**src/rtl/twsp_pkg.sv**
```systemverilog
package twsp_pkg;
  typedef enum logic [2:0] {
    OP_WRITE     = 3'd0,
    OP_READ      = 3'd1,
    OP_PROG      = 3'd2,
    OP_ROWERASE  = 3'd3,
    OP_BULKERASE = 3'd4,
    OP_ENTER     = 3'd5
  } twsp_op_e;

  typedef enum logic [3:0] {
    S_IDLE, S_LEAD, S_LO, S_HI, S_GAP_CMD, S_GAP_RD,
    S_GAP_END, S_WAIT, S_RSP, S_TAIL
  } twsp_state_e;

  typedef enum logic [1:0] {
    F_CMD, F_DATA, F_READ, F_KEY
  } twsp_field_e;
endpackage

```
**src/rtl/twsp_timer.sv**
```systemverilog
module twsp_timer #(
  parameter int CNT_W = 32
) (
  input  logic             clk,
  input  logic             rst_n,
  input  logic             load,
  input  logic [CNT_W-1:0] load_val,
  output logic             zero
);
  logic [CNT_W-1:0] cnt_q;

  always_ff @(posedge clk or negedge rst_n) begin
    if (!rst_n)            cnt_q <= '0;
    else if (load)         cnt_q <= load_val;
    else if (cnt_q != '0)  cnt_q <= cnt_q - 1'b1;
  end

  assign zero = (cnt_q == '0);
endmodule

```
**src/rtl/twsp_shreg.sv**
```systemverilog
module twsp_shreg #(
  parameter int SH_W   = 32,
  parameter int WORD_W = 16
) (
  input  logic              clk,
  input  logic              rst_n,
  input  logic              load,
  input  logic [SH_W-1:0]   load_val,
  input  logic              shift,
  input  logic              in_bit,
  output logic              lsb,
  output logic [WORD_W-1:0] top_word
);
  logic [SH_W-1:0] q;

  always_ff @(posedge clk or negedge rst_n) begin
    if (!rst_n)     q <= '0;
    else if (load)  q <= load_val;
    else if (shift) q <= {in_bit, q[SH_W-1:1]};
  end

  assign lsb      = q[0];
  assign top_word = q[SH_W-1 -: WORD_W];
endmodule

```
**src/rtl/twsp_sequencer.sv**
```systemverilog
module twsp_sequencer
  import twsp_pkg::*;
#(
  parameter int             CMD_W     = 4,
  parameter int             DATA_W    = 16,
  parameter int             KEY_W     = 32,
  parameter logic [KEY_W-1:0] KEY_VALUE = 32'hA5C3_0F96,
  parameter int             CNT_W     = 32,
  parameter int             T_LO      = 5,
  parameter int             T_HI      = 5,
  parameter int             G_CMD     = 5,
  parameter int             G_RD      = 2,
  parameter int             G_END     = 5,
  parameter int             W_PROG    = 120000,
  parameter int             W_ROW     = 4900000,
  parameter int             W_BULK    = 47500000,
  parameter int             KEY_LEAD  = 400000,
  parameter int             KEY_TAIL  = 5
) (
  input  logic              clk,
  input  logic              rst_n,
  input  logic              req_valid,
  output logic              req_ready,
  input  logic [2:0]        req_op,
  input  logic [CMD_W-1:0]  req_cmd,
  input  logic [DATA_W-1:0] req_data,
  output logic              rsp_valid,
  input  logic              rsp_ready,
  output logic [DATA_W-1:0] rsp_data,
  output logic              busy,
  output logic              ser_clk,
  output logic              ser_dat_o,
  output logic              ser_dat_oe,
  input  logic              ser_dat_i,
  output logic              tgt_reset
);
  localparam int PAIR_W = CMD_W + DATA_W;
  localparam int SH_W   = (KEY_W > PAIR_W) ? KEY_W : PAIR_W;
  localparam int BC_W   = $clog2(SH_W + 1);

  twsp_state_e      st_q, st_n;
  twsp_field_e      fld_q, fld_n;
  logic [2:0]       op_q, op_n;
  logic [BC_W-1:0]  bc_q, bc_n;
  logic             clk_q, clk_n, oe_q, oe_n, tr_q, tr_n;

  logic             tmr_load, tmr_zero;
  logic [CNT_W-1:0] tmr_val;
  logic             sh_load, sh_shift, sh_in, sh_lsb;
  logic [SH_W-1:0]  sh_val;
  logic [DATA_W-1:0] sh_word;

  function automatic logic [CNT_W-1:0] span(input int n);
    return (n > 0) ? CNT_W'(n - 1) : '0;
  endfunction

  function automatic logic [BC_W-1:0] last_bit(input twsp_field_e f);
    case (f)
      F_CMD:   return BC_W'(CMD_W - 1);
      F_KEY:   return BC_W'(KEY_W - 1);
      default: return BC_W'(DATA_W - 1);
    endcase
  endfunction

  twsp_timer #(.CNT_W(CNT_W)) u_timer (
    .clk(clk), .rst_n(rst_n), .load(tmr_load), .load_val(tmr_val), .zero(tmr_zero)
  );

  twsp_shreg #(.SH_W(SH_W), .WORD_W(DATA_W)) u_shreg (
    .clk(clk), .rst_n(rst_n), .load(sh_load), .load_val(sh_val),
    .shift(sh_shift), .in_bit(sh_in), .lsb(sh_lsb), .top_word(sh_word)
  );

  always_comb begin
    st_n = st_q;  fld_n = fld_q; op_n = op_q; bc_n = bc_q;
    clk_n = clk_q; oe_n = oe_q; tr_n = tr_q;
    tmr_load = 1'b0; tmr_val = '0;
    sh_load = 1'b0;  sh_val = '0; sh_shift = 1'b0; sh_in = 1'b0;
    case (st_q)
      S_IDLE: if (req_valid) begin
        op_n     = req_op;
        tmr_load = 1'b1;
        if (req_op == OP_ENTER) begin
          st_n = S_LEAD; tr_n = 1'b1; tmr_val = span(KEY_LEAD);
        end else begin
          st_n = S_LO; fld_n = F_CMD; bc_n = '0; tmr_val = span(T_LO);
          sh_load = 1'b1; sh_val = SH_W'({req_data, req_cmd});
        end
      end
      S_LEAD: if (tmr_zero) begin
        st_n = S_LO; fld_n = F_KEY; bc_n = '0;
        sh_load = 1'b1; sh_val = SH_W'(KEY_VALUE);
        tmr_load = 1'b1; tmr_val = span(T_LO);
      end
      S_LO: if (tmr_zero) begin
        st_n = S_HI; clk_n = 1'b1;
        tmr_load = 1'b1; tmr_val = span(T_HI);
        if (fld_q == F_READ) begin
          sh_shift = 1'b1; sh_in = ser_dat_i;   // sample at end of low phase
        end
      end
      S_HI: if (tmr_zero) begin
        clk_n = 1'b0; tmr_load = 1'b1;
        sh_shift = (fld_q != F_READ);
        bc_n = bc_q + 1'b1;
        if (bc_q == last_bit(fld_q)) begin
          case (fld_q)
            F_CMD:   begin st_n = S_GAP_CMD; tmr_val = span(G_CMD); end
            F_KEY:   begin st_n = S_TAIL;    tmr_val = span(KEY_TAIL); end
            default: begin st_n = S_GAP_END; tmr_val = span(G_END); oe_n = 1'b1; end
          endcase
        end else begin
          st_n = S_LO; tmr_val = span(T_LO);
        end
      end
      S_GAP_CMD: if (tmr_zero) begin
        tmr_load = 1'b1; bc_n = '0;
        if (op_q == OP_READ) begin
          st_n = S_GAP_RD; oe_n = 1'b0; tmr_val = span(G_RD);
        end else begin
          st_n = S_LO; fld_n = F_DATA; tmr_val = span(T_LO);
        end
      end
      S_GAP_RD: if (tmr_zero) begin
        st_n = S_LO; fld_n = F_READ; bc_n = '0;
        tmr_load = 1'b1; tmr_val = span(T_LO);
      end
      S_GAP_END: if (tmr_zero) begin
        tmr_load = 1'b1;
        case (op_q)
          OP_PROG:      begin st_n = S_WAIT; tmr_val = span(W_PROG); end
          OP_ROWERASE:  begin st_n = S_WAIT; tmr_val = span(W_ROW);  end
          OP_BULKERASE: begin st_n = S_WAIT; tmr_val = span(W_BULK); end
          OP_READ:      st_n = S_RSP;
          default:      st_n = S_IDLE;
        endcase
      end
      S_WAIT: if (tmr_zero) st_n = S_IDLE;
      S_RSP:  if (rsp_ready) st_n = S_IDLE;
      S_TAIL: if (tmr_zero) begin st_n = S_IDLE; tr_n = 1'b0; end
      default: st_n = S_IDLE;
    endcase
  end

  always_ff @(posedge clk or negedge rst_n) begin
    if (!rst_n) begin
      st_q <= S_IDLE; fld_q <= F_CMD; op_q <= '0; bc_q <= '0;
      clk_q <= 1'b0; oe_q <= 1'b1; tr_q <= 1'b0;
    end else begin
      st_q <= st_n; fld_q <= fld_n; op_q <= op_n; bc_q <= bc_n;
      clk_q <= clk_n; oe_q <= oe_n; tr_q <= tr_n;
    end
  end

  assign req_ready  = (st_q == S_IDLE);
  assign busy       = (st_q != S_IDLE);
  assign rsp_valid  = (st_q == S_RSP);
  assign rsp_data   = sh_word;
  assign ser_clk    = clk_q;
  assign ser_dat_oe = oe_q;
  assign ser_dat_o  = oe_q & sh_lsb;
  assign tgt_reset  = tr_q;

  // High-phase length tracker for R4 checking
  logic [CNT_W-1:0] hi_len;
  always_ff @(posedge clk or negedge rst_n) begin
    if (!rst_n)      hi_len <= '0;
    else if (clk_q)  hi_len <= hi_len + 1'b1;
    else             hi_len <= '0;
  end

  a_r2_busy_after_accept: assert property (@(posedge clk) disable iff (!rst_n)
    req_valid && req_ready |=> busy);
  a_r4_data_stable_high: assert property (@(posedge clk) disable iff (!rst_n)
    ser_clk && $past(ser_clk) |-> $stable(ser_dat_o));
  a_r4_high_width: assert property (@(posedge clk) disable iff (!rst_n)
    $fell(ser_clk) |-> hi_len == CNT_W'(T_HI));
  a_r6_rsp_hold: assert property (@(posedge clk) disable iff (!rst_n)
    rsp_valid && !rsp_ready |=> rsp_valid && $stable(rsp_data));
  a_r6_release_while_busy: assert property (@(posedge clk) disable iff (!rst_n)
    !ser_dat_oe |-> busy);
  a_r10_reset_quiet: assert property (@(posedge clk) disable iff (!rst_n)
    (tgt_reset != $past(tgt_reset)) |-> !ser_clk && !$past(ser_clk));
endmodule

```
**config.mk**
```make
export PLATFORM = sky130hd
export DESIGN_NAME = twsp_sequencer
export DESIGN_NICKNAME = d
export VERILOG_FILES = /design/src/rtl/twsp_pkg.sv /design/src/rtl/twsp_timer.sv /design/src/rtl/twsp_shreg.sv /design/src/rtl/twsp_sequencer.sv
export SDC_FILE = /design/constraint.sdc
export NUM_CORES = 1
export LEC_CHECK = 0
export ABC_AREA = 1
export ABC_CLOCK_PERIOD_IN_PS = 2000
export CAP_MARGIN = 10
export CORE_MARGIN = 4
export CORE_UTILIZATION = 55
export CTS_CLUSTER_DIAMETER = 100
export DETAILED_ROUTE_END_ITERATION = 12
export PLACE_DENSITY = 0.77
export SLEW_MARGIN = 25
export SYNTH_ARGS = -nofsm -noshare
export SYNTH_HDL_FRONTEND = slang
export SYNTH_SLANG_ARGS = --single-unit
```
**constraint.sdc**
```tcl
create_clock -name clk -period 2 [get_ports clk]
set_input_delay 0.3 -clock clk [delete_from_list [all_inputs] [get_ports clk]]
set_output_delay 0.3 -clock clk [all_outputs]
set_load 0.01 [all_outputs]
```
## Word-level counts from Yosys, hierarchy flattened

Index checks and enable logic that the tools add are counted.

| operators by class | value |
|---|---|
| add/subtract/negate cells | 2 |
| eq/ne operators | 36 |
| muxes and demuxes | 70 |
| bitwise operators | 1 |
| reductions and logical operators | 26 |

Operators with widths:

| kind | number |
|---|---|
| two-way mux 32 bit | 5 |
| case mux 26 bit (4 select lines) | 1 |
| case mux 26 bit (3 select lines) | 1 |
| case mux 32 bit (2 select lines) | 1 |
| two-way mux 20 bit | 2 |
| two-way mux 19 bit | 2 |
| two-way mux 4 bit | 9 |
| two-way mux 6 bit | 6 |
| logical NOT 32 bit | 1 |
| case mux 4 bit (8 select lines) | 1 |
| nonzero test 32 bit | 1 |
| subtractor 32 x 1 -> 32 bit (second input constant) | 1 |
| inequality test 2 bit (second input constant) | 14 |
| two-way mux 26 bit | 1 |
| two-way mux 1 bit | 19 |
| case mux 6 bit (3 select lines) | 1 |
| equality test 4 x 3 -> 1 bit (second input constant) | 4 |
| case mux 4 bit (2 select lines) | 2 |
| two-way mux 2 bit | 7 |
| two-way mux 3 bit | 4 |
| case mux 1 bit (2 select lines) | 6 |
| inequality test 2 x 1 -> 1 bit (second input constant) | 5 |
| case mux 5 bit (2 select lines) | 1 |
| nonzero test 2 bit | 5 |
| other kinds (26) | 35 |

| storage, ports and cells | value |
|---|---|
| register bits | 82 |
| output and inout bits | 23 |
| word-level logic and storage cells | 144 |

## Logic depth before layout (Yosys ltp)

Gate-level depths: netlist of run 1.

| logic depth | value |
|---|---|
| depth after elaboration | 8 |
| gate-level depth with buffers | 13 |
| mapped depth without buffers | 12 |

## Modules after synthesis

Synthesis of run 1 repeated with hierarchy kept, for this count alone.

| second synthesis, totals | value |
|---|---|
| cell total of the unflattened synthesis | 823 |
| area, all modules | 5606.6 sq um |

Modules (own cells, without submodules):

| module | instances | cells each | area an instance (sq um) |
|---|---|---|---|
| twsp_timer | 1 | 353 | 2299.7 |
| twsp_sequencer | 1 | 278 | 1677.9 |
| twsp_shreg | 1 | 192 | 1629.1 |

## Worst setup path after synthesis of run 1

OpenSTA, ideal clock, no wires.

| timing | value |
|---|---|
| path type | register to register |
| start point | register u_timer.cnt_q[0] |
| end point | register u_shreg.q[3] |
| setup time | 120 ps |
| arrival time | 1620 ps |
| data required time | 1880 ps |
| setup slack | 260 ps |
| cell stages (with the launch flop) | 13 |
| path buffers | 1 |
| clock period less this slack | 1740 ps |
| cells stage by stage | dfrtp_1 > inv_1 > ha_1 > nand2_1 > nor2_2 > nand2_2 > nor2_8 > a21oi_4 > nand2_8 > inv_6 > buf_12 > nand2_2 > nand2_1 |

| between the ends | value |
|---|---|
| longest elaborated chain between the ends | 4 |

RTL lines:

| what | RTL line | text |
|---|---|---|
| start, declared | twsp_timer.sv:10 | `logic [CNT_W-1:0] cnt_q;` |
| start signal, assigned | twsp_timer.sv:14 | `else if (load) cnt_q <= load_val;` |
| start signal, assigned | twsp_timer.sv:15 | `else if (cnt_q != '0) cnt_q <= cnt_q - 1'b1;` |
| logical NOT 32 bit * | twsp_timer.sv:18 | `assign zero = (cnt_q == '0);` |
| two-way mux 1 bit (on tied branches) | twsp_sequencer.sv:90, twsp_sequencer.sv:95, twsp_sequencer.sv:102 |  |
| case mux 1 bit (2 select lines) | twsp_sequencer.sv:79 | `case (st_q)` |
| two-way mux 32 bit or nonzero test 2 bit (tied branches) | n/a |  |
| end signal, assigned | twsp_shreg.sv:18 | `else if (load) q <= load_val;` |
| end signal, assigned | twsp_shreg.sv:19 | `else if (shift) q <= {in_bit, q[SH_W-1:1]};` |
| end, declared | twsp_shreg.sv:14 | `logic [SH_W-1:0] q;` |

Every way passes the cells marked *; elsewhere a longest branch is shown, timed or not.
A chain may end at the register's enable or synchronous reset.

## Final worst setup path of run 1

| timing | value |
|---|---|
| start point | register u_timer.cnt_q[20] |
| end point | register u_timer.cnt_q[8] |

| between the ends | value |
|---|---|
| longest elaborated chain between the ends | 4 |

RTL lines:

| what | RTL line |
|---|---|
| logical NOT 32 bit | twsp_timer.sv:18 |
| two-way mux 26 bit or two-way mux 1 bit (tied branches) | n/a |
| case mux 26 bit (4 select lines) or case mux 1 bit (2 select lines) (tied branches) | twsp_sequencer.sv:79 |
| two-way mux 32 bit or nonzero test 2 bit (tied branches) | n/a |

Several ways; a longest one is shown, not always the timed one.

==> flow_metrics.py, run 1 <==
metrics = {
    "placed_design": {
        "dpl.hpwl_um": 10000,
        "portBuffers": 50,
        "placed_cells": 889,
        "place_congestion": 0.969,
    },
    "critical_path": {
        "startpoint_type": "flop",
        "path_class": "reg -> reg",
        "worstPathMaxFanout": 9,
        "arrival_ns": 2.14,
        "crit_path_end_kind": "flop",
        "critPathRequiredTime_ns": 2.24,
    },
    "floorplan": {
        "pin_count": 51,
        "die_width_um": 106,
        "core-area_um2": 9330,
        "start_util": 0.569,
        "fp.dieH_um": 106,
        "dieArea_um2": 11300,
        "num_rows": 35,
    },
    "cts": {
        "insertion_delay_ns": 0.36,
        "cts-root-buf": "clkbuf_8",
        "cts_sinks": 82,
        "path_clk_slew_ns": 0.09,
        "clk_path_buf_depth": 2,
        "htreeDepth": 3,
        "cts_made_buffers": 9,
        "cts_tree": "built",
    },
    "timing": {
        "timing.final.crit_share": 0.954,
        "finalWorstPathRequiredPeriod_ns": 1.91,
        "finalHoldViolCount": 0,
        "timing.hold.ws_ns": 0.364,
        "drv_slew": 0,
        "finalSetupViolations": 0,
        "tns_ns": 0,
        "maxSlewHeadroom": 0.747,
        "skew_ns": 0.0121,
        "tightest_slew_ns": 0.376,
        "fmax_mhz": 524,
    },
    "layout": {
        "layout-drive-gt1-share": 0.183,
        "nets": 816,
        "stdcell_count": 915,
        "num_antenna_cells": 0,
        "area_delta_synth_final_pct": 18.1,
    },
    "synth": {
        "synthCells": 714,
        "synth_edf_count": 0,
        "synthArstFlopShare": 1.00,
        "ys_seq_area_frac": 0.387,
        "syn_area_per_cell_um2": 7.44,
        "ys_warn_count": 0,
        "syn_area_um2": 5310,
        "ys_ff_latch": 82,
        "synth_ff_type": "dfrtp_1",
        "yosysTopAreaCell": "dfrtp_1",
        "syn_nets": 749,
        "ys_types": 41,
        "ys_top_cells_by_area": "dfrtp_1 38%, nand2_1 11%, nor2_1 6.6%, inv_1 5.2%, nand3_1 4.4%",
        "synth_top_area_share": 0.382,
    },
    "pwr": {
        "seq_power_share": 0.542,
        "switching_power_w": 0.000753,
        "netSwitchingFraction": 0.245,
        "p_total_w": 0.00307,
        "comb_power_share": 0.039,
        "p_per_area_nw_per_um2": 490,
        "clock_power_share": 0.419,
        "leakage_nw": 2.96,
        "peakVddDrop_v": 0.000369,
        "intPower_w": 0.00232,
    },
    "drt": {
        "dr.pass1.iters": 6,
        "finalWirelength_um": 13300,
        "wl_per_cell_um": 14.6,
        "drc": 0,
        "drtIter0Drc": 313,
        "ant_nets": 0,
        "via_per_inst": 5.32,
        "vias": 4871,
    },
    "grt": {
        "antenna_found_initial": 0,
        "grt.overflow.total": 0,
        "grt.total_usage": 0.243,
        "first_global_vias": 4683,
        "grt_max_degree": 52,
        "grt_pass1_wl_um": 22100,
    },
    "job": {
        "cap_violations": 0,
    },
    "hold_path": {
        "hp-class": "in -> async",
    },
    "outcome": {
        "status": "finished clean",
    },
}
## logic make-up (layout without fill, tap and decap cells)
group,Yosys count,after routing,share of synthesized area
flip-flops,82,82,0.387
buffers and inverters,117,189,0.108
AO/OA/AOI/OAI,98,98,0.108
AND/OR/NAND/NOR,386,386,0.342
XOR/XNOR,24,24,0.0396
adder cells (fa/ha/maj),7,7,0.0165
## path summary, 6_finish.rpt
check	start	endpoint	slack [ns]	cells after the start
setup / recovery	u_timer.cnt_q[20]	u_timer.cnt_q[8]	0.09	10
max in group asynchronous	rst_n	ser_dat_oe	1.03	3
setup reg to reg	u_timer.cnt_q[20]	u_timer.cnt_q[8]	0.09	10
hold / removal	rst_n	u_timer.cnt_q[21]	0.36	2
hold reg to reg	u_shreg.q[6]	u_shreg.q[6]	0.49	2
min in group clk	u_shreg.q[6]	u_shreg.q[6]	0.49	2
## cells in the mapped netlist (6+ instances only)
library cell,number
inv_1,73
o21ai_1,24
buf_4,19
ha_1,7
a21oi_1,27
nand2_1,153
nand2_2,29
o21ai_0,23
xnor2_1,8
or2_2,7
xor2_1,16
buf_2,6
nor2_1,94
inv_2,11
nor3_1,16
o21ai_2,10
nor2_4,6
nand4_1,9
nand3_1,47
dfrtp_1,81
nor2_2,10
o211ai_1,7
## metrics by stage
stage	util	setup slack (ns)	cell area (µm²)
3_5_place_dp	0.640	0.0728	5970
5_1_grt	0.672	-0.0227	6270
6_report	0.672	0.0918	6270
3_3_place_gp	0.640	0.108	5970
2_1_floorplan	-	0.260	5310
4_1_cts	0.664	0.0638	6190
## cell type report
class                   count  area [µm²]
fillers                   796        3060
multi-input cells         515        2700
flip-flops and latches     82        2060
repair buffers             88         821
inverters                  85         327
well taps                 129         161
clock buffers              10         128
clock inverters             6        73.8
## power by group through the flow
stage | clock network, W | registers [W] | logic [W]
after floorplan | 0 | 0.00170 | 0.0000166
after global placement | 0 | 0.00170 | 0.000118
after detailed placement | 0 | 0.00170 | 0.000119
after CTS | 0.00129 | 0.00166 | 0.000121
after global routing | 0.00135 | 0.00166 | 0.000132
final | 0.00129 | 0.00166 | 0.000119
## worst max-delay path, stage by stage, from the launching register on
cell and delay (ns):
dfrtp_1 0.44, nor2_2 0.22, nand2_1 0.11, nor2_2 0.14
nand2_2 0.11, nor2_8 0.22, nand2_4 0.09, nand2_2 0.11
buf_4 0.17, buf_12 0.13, a211oi_1 0.05
## state kept, by name, summed over array words and instances, names as in the netlist
signal,count
bc_q,6
fld_q,2
op_q,3
ser_clk,1
ser_dat_oe,1
st_q,4
tgt_reset,1
u_shreg.q,32
u_timer.cnt_q,32
## what timing repair did
item,4_1_cts,5_1_grt
buffers inserted,1,8
hold buffers,1,0
resized for setup,5,8
setup endpoints to repair,2,62
pin swaps,1,2
hold endpoints to repair,15,0
## placed cells by master, fill, tap and decap left out, types with 8 or more instances in the layout
master / n
nand2_1: 152
nor2_1: 89
dfrtp_1: 79
inv_1: 73
nand3_1: 47
clkdlybuf4s50_1: 47
buf_4: 35
nand2_2: 30
a21oi_1: 27
o21ai_1: 24
o21ai_0: 23
nor3_1: 16
xor2_1: 16
nor2_2: 14
inv_2: 10
o21ai_2: 10
nand4_1: 9
clkbuf_8: 9
xnor2_1: 8
## metal layers
metal	global-route usage	up-vias	share of wire	wire, µm
met2	0.399	169	0.47	6330
li1	-	2389	-	-
met1	0.323	2290	0.45	6010
met4	0.0768	0	0.016	218
met5	0	-	0	0
met3	0.0468	23	0.059	782
(Power assumes the default switching activity.)
==> run 2: changes to the inputs <==
--- a/config.mk
+++ b/config.mk
@@ -8,6 +8,7 @@
 export ABC_AREA = 1
 export ABC_CLOCK_PERIOD_IN_PS = 2000
 export CAP_MARGIN = 10
+export CORE_ASPECT_RATIO = 0.5
 export CORE_MARGIN = 4
 export CORE_UTILIZATION = 55
 export CTS_CLUSTER_DIAMETER = 100
==> flow_metrics.py, run 2 (synthesis results as in run 1) <==
metrics = {
    "outcome": {
        "status": "finished clean",
    },
    "cts": {
        "path_clk_slew_ns": 0.07,
        "cts-root-buf": "clkbuf_16",
        "htreeDepth": 3,
        "insertion_delay_ns": 0.35,
        "cts_sinks": 82,
        "cts_tree": "built",
        "cts_made_buffers": 9,
        "clk_path_buf_depth": 2,
    },
    "critical_path": {
        "worstPathMaxFanout": 4,
        "arrival_ns": 1.59,
        "rrSetupSlack_ns": 0.13,
        "critPathRequiredTime_ns": 1.70,
        "crit_path_end_kind": "output pin",
        "reg2regPathDepth": 11,
        "r2r_end": "u_timer.cnt_q[22]",
        "slowest_stage": "dfrtp_2",
        "crit_family": "buffers and inverters",
        "path_class": "reg -> out",
        "path_buf_inv": 3,
        "r2r-start": "u_timer.cnt_q[8]",
        "startpoint_type": "flop",
        "max_stage_delay_ns": 0.44,
        "crit_chain": "buf_4, inv_1, nand2_1, nor3_2, dlygate4sd2_1",
    },
    "timing": {
        "timing.final.crit_share": 0.944,
        "tightest_slew_ns": 0.466,
        "fmax_mhz": 530,
        "maxSlewHeadroom": 0.689,
        "drv_slew": 0,
        "finalWorstPathRequiredPeriod_ns": 1.89,
        "skew_ns": 0.0102,
        "timing.hold.ws_ns": 0.447,
        "finalSetupViolations": 0,
        "setup_ws_ns": 0.112,
        "finalHoldViolCount": 0,
    },
    "layout": {
        "num_antenna_cells": 0,
        "multi_input_area_um2": 2780,
        "layout_commonest_cell": "nand2_1",
        "most-common-layout-cells": "149 x nand2_1, 85 x nor2_1, 78 x dfrtp_1, 73 x inv_1, 47 x clkdlybuf4s50_1",
        "area_delta_synth_final_pct": 21.3,
        "layout-drive-gt1-share": 0.204,
        "stdcell_count": 925,
        "fillers": 759,
        "regArea_um2": 2060,
        "nets": 820,
        "largestRegisters": "u_shreg.q (32), u_timer.cnt_q (32), bc_q (6)",
        "utilization": 0.684,
    },
    "grt": {
        "grt_max_degree": 35,
        "grt.total_usage": 0.247,
        "grt.overflow.total": 0,
        "first_global_vias": 4714,
        "antenna_found_initial": 0,
        "grt_pass1_wl_um": 23000,
    },
    "pwr": {
        "intPower_w": 0.00261,
        "comb_power_share": 0.036,
        "p_per_area_nw_per_um2": 526,
        "clock_power_share": 0.473,
        "peakVddDrop_v": 0.000417,
        "netSwitchingFraction": 0.230,
        "seq_power_share": 0.491,
        "leakage_nw": 3.01,
        "switching_power_w": 0.000778,
    },
    "drt": {
        "vias": 4868,
        "ant_nets": 0,
        "drtIter0Drc": 367,
        "dr.pass1.iters": 5,
        "via_per_inst": 5.26,
        "wl_per_cell_um": 14.6,
        "drc": 0,
        "finalWirelength_um": 13500,
    },
    "placed_design": {
        "placed_cells": 897,
        "pre_cts_slack_ns": 0.0132,
        "dpl.hpwl_um": 9830,
        "portBuffers": 50,
        "place_congestion": 0.932,
    },
    "floorplan": {
        "pin_count": 51,
        "fp.dieH_um": 77.5,
        "core-area_um2": 9420,
        "die_width_um": 147,
        "num_rows": 25,
        "start_util": 0.564,
        "dieArea_um2": 11400,
    },
    "hold_path": {
        "hp-class": "in -> async",
    },
    "job": {
        "cap_violations": 0,
    },
}
run 2: worst reg2reg max path, delay by kind of cell, from the launching register on:
family | cells | cell delay (ns)
AND/OR/NAND/NOR | 10 | 1.14
flip-flops | 1 | 0.45
buffers and inverters | 1 | 0.17
run 2: cell type report:
class | count | area share
multi-input cells | 517 | 0.432
inverters | 85 | 0.0507
flip-flops and latches | 82 | 0.319
clock inverters | 6 | 0.00777
repair buffers | 90 | 0.127
clock buffers | 10 | 0.0371
well taps | 135 | 0.0262
run 2: power groups by stage:
stage | Combinational [W] | Sequential [W] | Clock [W]
floorplan | 0.0000166 | 0.00170 | 0
global placement | 0.000119 | 0.00170 | 0
detailed placement | 0.000120 | 0.00170 | 0
CTS | 0.000122 | 0.00167 | 0.00163
global route | 0.000134 | 0.00166 | 0.00171
finish | 0.000120 | 0.00167 | 0.00160
run 2: metal layers:
layer | GRT usage | share of wire | vias up
met2 | 0.408 | 0.47 | 154
met4 | 0.0586 | 0.017 | 0
met3 | 0.0642 | 0.065 | 23
met5 | 0 | 0 | -
met1 | 0.329 | 0.45 | 2296
li1 | - | - | 2395
run 2: worst max-delay path by stage:
stage	startpoint	to	slack, ns	cells after the start
6_report	st_q[1]	rsp_valid	0.11	5
5_1_grt	u_timer.cnt_q[19]	u_timer.cnt_q[22]	-0.001	11
3_5_place_dp	req_op[1]	u_shreg.q[2]	0.01	9
4_1_cts	st_q[1]	rsp_valid	0.05	5
3_3_place_gp	req_op[1]	u_shreg.q[2]	0.05	9
2_1_floorplan	u_timer.cnt_q[0]	u_shreg.q[3]	0.26	12
run 2: through the flow:
step	total power (W)	setup TNS [ns]	cell area (µm²)
floorplan	0.00171	0	5310
global placement	0.00182	0	5970
detailed placement	0.00182	0	5970
CTS	0.00341	0	6290
global route	0.00351	-0.00108	6440
finish	0.00339	0	6440
run 2: timing repair:
item | 4_1_cts | 5_1_grt
resized for setup | 6 | 24
endpoints found under the setup margin | 2 | 65
cloned | 0 | 2
hold endpoints to repair | 31 | 0
hold buffers | 1 | 0
setup buffers | 3 | 6
pin swaps | 1 | 4
==> run 3: changes to the inputs <==
--- a/config.mk
+++ b/config.mk
@@ -9,7 +9,7 @@
 export ABC_CLOCK_PERIOD_IN_PS = 2000
 export CAP_MARGIN = 10
 export CORE_ASPECT_RATIO = 0.5
-export CORE_MARGIN = 4
+export CORE_MARGIN = 5
 export CORE_UTILIZATION = 55
 export CTS_CLUSTER_DIAMETER = 100
 export DETAILED_ROUTE_END_ITERATION = 12
==> flow_metrics.py, run 3 (synthesis results as in run 1) <==
metrics = {
    "grt": {
        "grt_pass1_wl_um": 22400,
        "grt.total_usage": 0.236,
        "grt_max_degree": 63,
        "antenna_found_initial": 0,
        "first_global_vias": 4689,
        "grt.overflow.total": 0,
    },
    "timing": {
        "setup_ws_ns": 0.0945,
        "fmax_mhz": 525,
        "drv_slew": 0,
        "skew_ns": 0.00725,
        "finalHoldViolCount": 0,
        "finalSetupViolations": 0,
        "maxSlewHeadroom": 0.762,
        "tns_ns": 0,
        "finalWorstPathRequiredPeriod_ns": 1.91,
        "tightest_slew_ns": 0.358,
        "timing.final.crit_share": 0.953,
    },
    "cts": {
        "clk_path_buf_depth": 2,
        "htreeDepth": 3,
        "path_clk_slew_ns": 0.06,
        "cts_sinks": 82,
        "insertion_delay_ns": 0.34,
        "cts_made_buffers": 9,
        "cts-root-buf": "clkbuf_16",
        "cts_tree": "built",
    },
    "critical_path": {
        "reg2regPathDepth": 10,
        "startpoint_type": "flop",
        "crit_end": "u_shreg.q[31]",
        "critPathRequiredTime_ns": 2.28,
        "path_class": "reg -> reg",
        "worstPathMaxFanout": 6,
        "crit_start": "u_timer.cnt_q[19]",
        "arrival_ns": 2.18,
        "crit_path_end_kind": "flop",
        "r2r_end": "u_shreg.q[31]",
        "rrSetupSlack_ns": 0.09,
        "r2r-start": "u_timer.cnt_q[19]",
    },
    "drt": {
        "drt-met1-wl_um": 5830,
        "ant_nets": 0,
        "via_per_inst": 5.28,
        "wl_per_cell_um": 14.4,
        "met2_length_um": 6200,
        "dr.pass1.iters": 5,
        "top_layer_used": "met4",
        "drtIter0Drc": 448,
        "drc": 0,
        "wl_met3_um": 954,
        "finalWirelength_um": 13300,
        "vias": 4856,
    },
    "outcome": {
        "status": "finished clean",
    },
    "placed_design": {
        "pre_cts_slack_ns": 0.0346,
        "place_congestion": 0.991,
        "portBuffers": 50,
        "placed_cells": 896,
        "dpl.hpwl_um": 9790,
    },
    "layout": {
        "most-common-layout-cells": "150 x nand2_1, 86 x nor2_1, 77 x dfrtp_1, 73 x inv_1, 47 x clkdlybuf4s50_1",
        "layout_commonest_cell": "nand2_1",
        "layout-drive-gt1-share": 0.195,
        "area_delta_synth_final_pct": 20.9,
        "largestRegisters": "u_shreg.q (32), u_timer.cnt_q (32), bc_q (6)",
        "stdcell_count": 919,
        "nets": 814,
        "num_antenna_cells": 0,
    },
    "floorplan": {
        "fp.dieH_um": 79.5,
        "core-area_um2": 9420,
        "dieArea_um2": 11800,
        "die_width_um": 149,
        "pin_count": 51,
        "num_rows": 25,
        "start_util": 0.564,
    },
    "job": {
        "cap_violations": 0,
    },
    "pwr": {
        "intPower_w": 0.00274,
        "comb_power_share": 0.034,
        "peakVddDrop_v": 0.000607,
        "netSwitchingFraction": 0.219,
        "p_per_area_nw_per_um2": 546,
        "clock_power_share": 0.491,
        "switching_power_w": 0.000766,
        "leakage_nw": 3.01,
        "seq_power_share": 0.475,
    },
    "hold_path": {
        "hp-class": "in -> async",
    },
}
-- run 3: cell count changes in the layout (fill, tap and decap cells not counted), moves of 2 or more --
| cell | change |
|---|---|
| buf_4 | -7 |
| clkinvlp_4 | -3 |
| nor2_4 | -3 |
| buf_12 | +2 |
| inv_6 | +2 |
-- run 3: through the flow --
step,power (W),hold WS [ns],instance area [µm²],utilization
after global routing,0.00362,0.442,6420,0.682
after global placement,0.00181,0.213,5980,0.635
after floorplan,0.00171,0.00441,5310,-
final,0.00350,0.390,6420,0.682
after detailed placement,0.00181,0.215,5980,0.635
after CTS,0.00354,0.399,6310,0.670
-- run 3: cell type report --
| type | count | area [µm²] |
|---|---|---|
| clock buffers | 10 | 239 |
| clock inverters | 6 | 72.6 |
| fillers | 786 | 3000 |
| inverters | 85 | 329 |
| multi-input cells | 515 | 2740 |
| flip-flops and latches | 82 | 2060 |
| well taps | 135 | 169 |
| repair buffers | 86 | 815 |
-- run 3: worst min path at each step --
stage	endpoint	slack, ns	cells past startpoint
after detailed placement	u_timer.cnt_q[6]	0.21	1
after CTS	u_timer.cnt_q[6]	0.40	2
after global routing	u_timer.cnt_q[6]	0.44	2
after floorplan	bc_q[0]	0.004	0
final	u_timer.cnt_q[6]	0.39	2
after global placement	u_timer.cnt_q[6]	0.21	1
-- run 3: critical path, stage by stage (launching register included) --
cell and delay (ns):
dfrtp_1 0.41, nor2_2 0.16, nand2_1 0.12, nor2_2 0.16, nand2_2 0.10, nor2_8 0.19, buf_2 0.18, buf_4 0.12
nand3_1 0.05, or2_2 0.27, nand3_1 0.08
-- run 3: per-layer routing --
layer	vias up	track usage
li1	2386	-
met1	2270	0.308
met2	170	0.397
met3	30	0.0556
met4	0	0.0621
met5	-	0
-- run 3: power groups by stage --
stage	Clock (W)	Sequential (W)	Combinational (W)
floorplan	0	0.00170	0.0000166
global placement	0	0.00170	0.000118
detailed placement	0	0.00170	0.000118
CTS	0.00176	0.00167	0.000121
global route	0.00183	0.00167	0.000132
finish	0.00172	0.00167	0.000118
-- run 3: timing repair --
| action | in CTS | in global routing |
|---|---|---|
| endpoints found under the hold margin | 20 | 0 |
| setup endpoints to repair | 2 | 54 |
| pin swaps | 1 | 4 |
| resized for setup | 1 | 27 |
| hold buffers | 1 | 0 |
| buffers inserted | 1 | 5 |
